<file path="src/rtl/evc_pkg.sv">
package evc_pkg;

  typedef enum logic [1:0] {
    EDGE_RISE = 2'b00,
    EDGE_FALL = 2'b01,
    EDGE_BOTH = 2'b10,
    EDGE_RSVD = 2'b11
  } edge_sel_e;

  localparam int NUM_CNT   = 2;
  localparam int NUM_PINS  = NUM_CNT + 1;
  localparam int NUM_FLAGS = 4;

  localparam int FLAG_OV_HI    = 0;
  localparam int FLAG_OV_LO    = 1;
  localparam int FLAG_CNT_REQ  = 2;
  localparam int FLAG_GATE_REQ = 3;

  typedef struct packed {
    logic [NUM_CNT-1:0]   inc;
    logic [NUM_CNT-1:0]   zero;
    logic                 gateEvt;
    logic [NUM_FLAGS-1:0] clrFlag;
    logic [1:0]           irqEn;
  } evc_stb_t;

endpackage

</file>
<file path="src/rtl/evc_sync_edge.sv">
module evc_sync_edge #(
  parameter int STAGES = 2
) (
  input  logic       clk,
  input  logic       rstN,
  input  logic       asyncIn,
  input  logic [1:0] edgeSel,
  output logic       level,
  output logic       hit
);
  import evc_pkg::*;

  logic [STAGES:0] chain;
  logic            prevLevel;
  logic            rise;
  logic            fall;

  always_ff @(posedge clk or negedge rstN) begin
    if (!rstN) chain <= '0;
    else       chain <= {chain[STAGES-1:0], asyncIn};
  end

  assign level     = chain[STAGES-1];
  assign prevLevel = chain[STAGES];
  assign rise      = level & ~prevLevel;
  assign fall      = ~level & prevLevel;

  always_comb begin
    unique case (edge_sel_e'(edgeSel))
      EDGE_FALL: hit = fall;
      EDGE_BOTH: hit = rise | fall;
      default:   hit = rise;
    endcase
  end

endmodule

</file>
<file path="src/rtl/evc_ctrl.sv">
module evc_ctrl #(
  parameter int SYNC_STAGES = 2
) (
  input  logic               clk,
  input  logic               rstN,
  input  logic               evtHiIn,
  input  logic               evtLoIn,
  input  logic               gateIn,
  input  logic               cfgWr,
  input  logic [7:0]         cfgData,
  input  logic               runWr,
  input  logic [3:0]         runData,
  input  logic               flagClrWr,
  input  logic [3:0]         flagClrData,
  input  logic               irqEnWr,
  input  logic [1:0]         irqEnData,
  output evc_pkg::evc_stb_t  stb
);
  import evc_pkg::*;

  logic [6:0]           cfgReg;
  logic [NUM_CNT-1:0]   runEn;
  logic [NUM_CNT-1:0]   clrN;
  logic [1:0]           irqEnReg;
  logic [NUM_PINS-1:0]  pinIn;
  logic [NUM_PINS-1:0]  pinLevel;
  logic [NUM_PINS-1:0]  pinHit;
  logic [NUM_CNT-1:0]   incBits;
  logic                 gateOpen;

  always_ff @(posedge clk or negedge rstN) begin
    if (!rstN) begin
      cfgReg   <= '0;
      runEn    <= '0;
      clrN     <= '0;
      irqEnReg <= '0;
    end else begin
      if (cfgWr)   cfgReg   <= cfgData[6:0];
      if (runWr)   begin
        runEn <= runData[1:0];
        clrN  <= runData[3:2];
      end
      if (irqEnWr) irqEnReg <= irqEnData;
    end
  end

  assign pinIn = {gateIn, evtLoIn, evtHiIn};

  for (genvar p = 0; p < NUM_PINS; p++) begin : g_pin
    evc_sync_edge #(.STAGES(SYNC_STAGES)) u_sync (
      .clk     (clk),
      .rstN    (rstN),
      .asyncIn (pinIn[p]),
      .edgeSel (cfgReg[2*p +: 2]),
      .level   (pinLevel[p]),
      .hit     (pinHit[p])
    );
  end

  assign gateOpen = cfgReg[6] | pinLevel[NUM_PINS-1];

  for (genvar c = 0; c < NUM_CNT; c++) begin : g_inc
    assign incBits[c] = pinHit[c] & runEn[c] & gateOpen;
  end

  always_comb begin
    stb         = '0;
    stb.inc     = incBits;
    stb.zero    = ~clrN;
    stb.gateEvt = pinHit[NUM_PINS-1];
    stb.clrFlag = flagClrWr ? ~flagClrData : '0;
    stb.irqEn   = irqEnReg;
  end

endmodule

</file>
<file path="src/rtl/evc_dp.sv">
module evc_dp #(
  parameter int CNT_W = 8
) (
  input  logic              clk,
  input  logic              rstN,
  input  evc_pkg::evc_stb_t stb,
  output logic [CNT_W-1:0]  cntHi,
  output logic [CNT_W-1:0]  cntLo,
  output logic              ovHi,
  output logic              ovLo,
  output logic              cntReq,
  output logic              gateReq,
  output logic              cntIrq,
  output logic              gateIrq
);
  import evc_pkg::*;

  localparam logic [CNT_W-1:0] CNT_TOP = '1;

  logic [CNT_W-1:0]   cnt [NUM_CNT];
  logic [NUM_CNT-1:0] wrap;
  logic [NUM_CNT-1:0] ovFlag;

  for (genvar c = 0; c < NUM_CNT; c++) begin : g_cnt
    assign wrap[c] = stb.inc[c] & ~stb.zero[c] & (cnt[c] == CNT_TOP);

    always_ff @(posedge clk or negedge rstN) begin
      if (!rstN)            cnt[c] <= '0;
      else if (stb.zero[c]) cnt[c] <= '0;
      else if (stb.inc[c])  cnt[c] <= cnt[c] + 1'b1;
    end

    always_ff @(posedge clk or negedge rstN) begin
      if (!rstN)               ovFlag[c] <= 1'b0;
      else if (wrap[c])        ovFlag[c] <= 1'b1;
      else if (stb.clrFlag[c]) ovFlag[c] <= 1'b0;
    end
  end

  always_ff @(posedge clk or negedge rstN) begin
    if (!rstN)                          cntReq <= 1'b0;
    else if (|wrap)                     cntReq <= 1'b1;
    else if (stb.clrFlag[FLAG_CNT_REQ]) cntReq <= 1'b0;
  end

  always_ff @(posedge clk or negedge rstN) begin
    if (!rstN)                           gateReq <= 1'b0;
    else if (stb.gateEvt)                gateReq <= 1'b1;
    else if (stb.clrFlag[FLAG_GATE_REQ]) gateReq <= 1'b0;
  end

  assign cntHi   = cnt[0];
  assign cntLo   = cnt[1];
  assign ovHi    = ovFlag[FLAG_OV_HI];
  assign ovLo    = ovFlag[FLAG_OV_LO];
  assign cntIrq  = cntReq & stb.irqEn[0];
  assign gateIrq = gateReq & stb.irqEn[1];

endmodule

</file>
<file path="src/rtl/gated_evt_cnt.sv">
module gated_evt_cnt #(
  parameter int CNT_W       = 8,
  parameter int SYNC_STAGES = 2
) (
  input  logic             clk,
  input  logic             rstN,
  input  logic             evtHiIn,
  input  logic             evtLoIn,
  input  logic             gateIn,
  input  logic             cfgWr,
  input  logic [7:0]       cfgData,
  input  logic             runWr,
  input  logic [3:0]       runData,
  input  logic             flagClrWr,
  input  logic [3:0]       flagClrData,
  input  logic             irqEnWr,
  input  logic [1:0]       irqEnData,
  output logic [CNT_W-1:0] cntHi,
  output logic [CNT_W-1:0] cntLo,
  output logic             ovHi,
  output logic             ovLo,
  output logic             cntReq,
  output logic             gateReq,
  output logic             cntIrq,
  output logic             gateIrq
);
  import evc_pkg::*;

  evc_stb_t stb;

  evc_ctrl #(.SYNC_STAGES(SYNC_STAGES)) u_ctrl (
    .clk         (clk),
    .rstN        (rstN),
    .evtHiIn     (evtHiIn),
    .evtLoIn     (evtLoIn),
    .gateIn      (gateIn),
    .cfgWr       (cfgWr),
    .cfgData     (cfgData),
    .runWr       (runWr),
    .runData     (runData),
    .flagClrWr   (flagClrWr),
    .flagClrData (flagClrData),
    .irqEnWr     (irqEnWr),
    .irqEnData   (irqEnData),
    .stb         (stb)
  );

  evc_dp #(.CNT_W(CNT_W)) u_dp (
    .clk     (clk),
    .rstN    (rstN),
    .stb     (stb),
    .cntHi   (cntHi),
    .cntLo   (cntLo),
    .ovHi    (ovHi),
    .ovLo    (ovLo),
    .cntReq  (cntReq),
    .gateReq (gateReq),
    .cntIrq  (cntIrq),
    .gateIrq (gateIrq)
  );

endmodule

</file>
<file path="config.mk">
export PLATFORM = sky130hd
export DESIGN_NAME = gated_evt_cnt
export DESIGN_NICKNAME = d
export VERILOG_FILES = /design/src/rtl/evc_pkg.sv /design/src/rtl/evc_sync_edge.sv /design/src/rtl/evc_ctrl.sv /design/src/rtl/evc_dp.sv /design/src/rtl/gated_evt_cnt.sv
export SDC_FILE = /design/constraint.sdc
export NUM_CORES = 1
export LEC_CHECK = 0
export BUFFER_PORTS_ARGS = -buffer_cell sky130_fd_sc_hd__clkbuf_2
export CAP_MARGIN = 20
export CELL_PAD_IN_SITES_DETAIL_PLACEMENT = 1
export CELL_PAD_IN_SITES_GLOBAL_PLACEMENT = 1
export CORE_ASPECT_RATIO = 1.4
export CORE_MARGIN = 5
export CORE_UTILIZATION = 43
export CTS_CLUSTER_DIAMETER = 120
export DETAILED_ROUTE_END_ITERATION = 7
export PLACE_DENSITY = 0.86
export SYNTH_ARGS = -nofsm -noshare
export SYNTH_HDL_FRONTEND = slang
export SYNTH_SLANG_ARGS = --single-unit
export TNS_END_PERCENT = 20
</file>
<file path="constraint.sdc">
create_clock -name clk -period 3.1 [get_ports clk]
set_clock_uncertainty 0.1 [all_clocks]
set_input_delay 0.155 -clock clk [delete_from_list [all_inputs] [get_ports clk]]
set_output_delay 0.155 -clock clk [all_outputs]
set_load 0.01 [all_outputs]
</file>
==> out/qor.txt <==
outcome: completed
Final Instance Count excl. Fillers: 321
Rel. slew slack: 0.482
# hold bufs at CTS: 17
Max-Cap Viols: 0
Synthesis Warnings: 0
Crit path largest cell delay: 680 ps
Post-CTS Resized: 0
Hold WC Path Type: input pin to flop
number of synthesized register bits: 42
Multi-input gate area: 850 um^2
Leakage: 0.00127 uW
GRT Total Usage: 0.199
Worst-path clk slew: 80 ps
Placer Congestion: 0.720
Hold Path Origin: flagClrData[2]
IR drop worst, VDD: 0.355 mV
Mapped Cells: 188
IO Count: 49
Bufs and invs on worst path: 1
initial core utilization: 0.443
register area: 1050 um^2
Nets: 299
CP max-delay cell: or4_1
CP cell instances: inv_1 -> ha_1 -> nand2b_1 -> o211ai_1 -> or4_1 -> nand3_1
Core ar.: 4500 um^2
hold_ws: 5.91 ps
crit path DAT: 2280 ps
first-pass GRT wire length: 9290 um
CP startpoint kind: flop
Yosys top cell area share: 0.528
Commonest cells post-synth: dfrtp_1, inv_1, o21ai_0
post-route minimum period: 2150 ps
cts bufs inserted: 5
Seq/Total Area, Yosys: 0.528
ranking of synthesized cells by area: dfrtp_1, ha_1, o21ai_0, a21oi_1, o31ai_1
drt drc: 0
share of flip-flops with an asynchronous set or reset: 1.00
Post-Syn Nets: 229
Final Power: 1320 uW
worst slew pin tran: 774 ps
clock buffer depth: 2
Tcrit/Tclk final: 0.692
Worst Setup End Kind: flop
Netlist cell types: 33
mapped cell area: 1990 um^2
Setup crit start: u_ctrl.cfgReg[2]
grt ovf: 0
antenna-violating nets left: 0
RSZ-0062 raised after global routing: false
Via density: 5.36
vias in the first global route: 1920
Initial DRT Pass Iterations: 4
Setup violations, final: 0
antenna diode count: 0
Synth area leader: dfrtp_1
Post-synth top flop: dfrtp_1
CTS tree: done
DPL Wire Length: 3640 um
DIE AREA: 6110 um^2
initial drt markers: 72
largest net degree at the start of global routing: 43
share of layout cells above drive strength 1: 0.270
final instance area: 2640 um^2
Cell Rows: 29
die width: 67.5 um
final WL: 5760 um
initial antenna violation count: 0
mean post-synth cell area: 10.6 um^2
clock sink count: 42
count leader, synth: dfrtp_1
H-tree level count: 2
critical path's top delay family: simple AND/OR/NAND/NOR gates
DR vias: 1722
fillers: 521
Synth-to-Final Area Change: 32.3%
Cell Area, Placed: 2300 um^2
CP Class: flop to flop
Die Height: 90.5 um
EDFF count, synth: 0
Port Buf Inserts: 47
total negative slack: 0 ps
Clock Tree Root: clkbuf_8
Pins Over Slew Limit: 0
power per cell area: 500 nW/um^2
Peak Freq: 0.466 GHz
clock latency on the worst-skew pair: 300 ps
Post-Place Cells: 295
crit-path max FO: 11
wire per inst: 17.9 um
Final Hold Fails: 0
post-CTS setup buffer count: 0
Required @ worst endpoint: 3240 ps
RR Startpoint: u_ctrl.cfgReg[2]
## final cells by class
| class | count | share of cell area |
|---|---|---|
| Sequential cell | 42 | 0.399 |
| Multi-Input combinational cell | 122 | 0.322 |
| Timing Repair Buffer | 67 | 0.167 |
| Clock buffer | 6 | 0.0313 |
| Tap cell | 62 | 0.0294 |
| Inverter | 20 | 0.0285 |
| Clock inverter | 2 | 0.0228 |
## tightest hold or removal path, stage by stage
cell,delay (ps)
clkbuf_2,70
o21ai_0,70
nand3_1,80
## final timing paths
kind	endpoint	slack [ps]	cells past startpoint
max	u_dp.cntReq	950	6
min	u_dp.cntReq	6	3
max reg2reg	u_dp.cntReq	950	6
min reg2reg	u_ctrl.g_pin[0].u_sync.chain[1]	260	0
max in group asynchronous	u_ctrl.g_pin[1].u_sync.chain[0]	2270	3
min in group asynchronous	u_dp.ovHi	160	2
## flip-flops by register name, indices dropped and copies added (netlist names)
register / cells
u_dp.ovHi: 1
u_ctrl.clrN: 2
u_dp.cntReq: 1
u_ctrl.g_pin.u_sync.chain: 9
u_dp.cntLo: 8
u_dp.cntHi: 8
u_dp.ovLo: 1
u_ctrl.irqEnReg: 2
u_ctrl.runEn: 2
u_dp.gateReq: 1
u_ctrl.cfgReg: 7
## metrics by stage
stage | utilization | setup slack [ps]
final | 0.586 | 955
after global routing | 0.586 | 813
after CTS | 0.581 | 929
after detailed placement | 0.512 | 1030
after global placement | 0.512 | 1070
after floorplan | - | 1120
## kinds of logic (layout without fill, tap and decap cells)
group                      Yosys count  after routing  synth area share
AOI/OAI and AO/OA                   52             52             0.158
and+or+nand+nor                     51             51             0.152
DFF                                 42             42             0.528
buffers and inverters               24             95            0.0459
adders and majority gates           14             14            0.0879
muxes                                5              5            0.0283
## layer usage
layer  track usage  vias up  share of wire
met1         0.217      867           0.37
met2         0.370       37           0.58
met4        0.0643        0          0.016
met3        0.0349        7          0.034
met5             0        -              0
li1              -      811              -
## where the power goes
| group | leakage, uW | switching, uW | internal (uW) |
|---|---|---|---|
| sequential | 0.000537 | 24.6 | 575 |
| combinational | 0.000660 | 101 | 75.0 |
| clock | 0.0000714 | 200 | 344 |
| total | 0.00127 | 325 | 994 |
## layout by cell type, fill, tap and decap left out, drive strengths merged, types with 2 or more instances in the layout
cell	count
or4	11
nand4	5
ha	14
clkbuf	53
buf	3
o211ai	3
o21ai	19
bufinv	2
nand3	4
nand2	15
or3b	2
mux2	5
and2	3
o31ai	10
or3	5
dfrtp	42
dlygate4sd3	17
a21oi	15
inv	19
No activity file was read; power rests on OpenSTA's default activity.
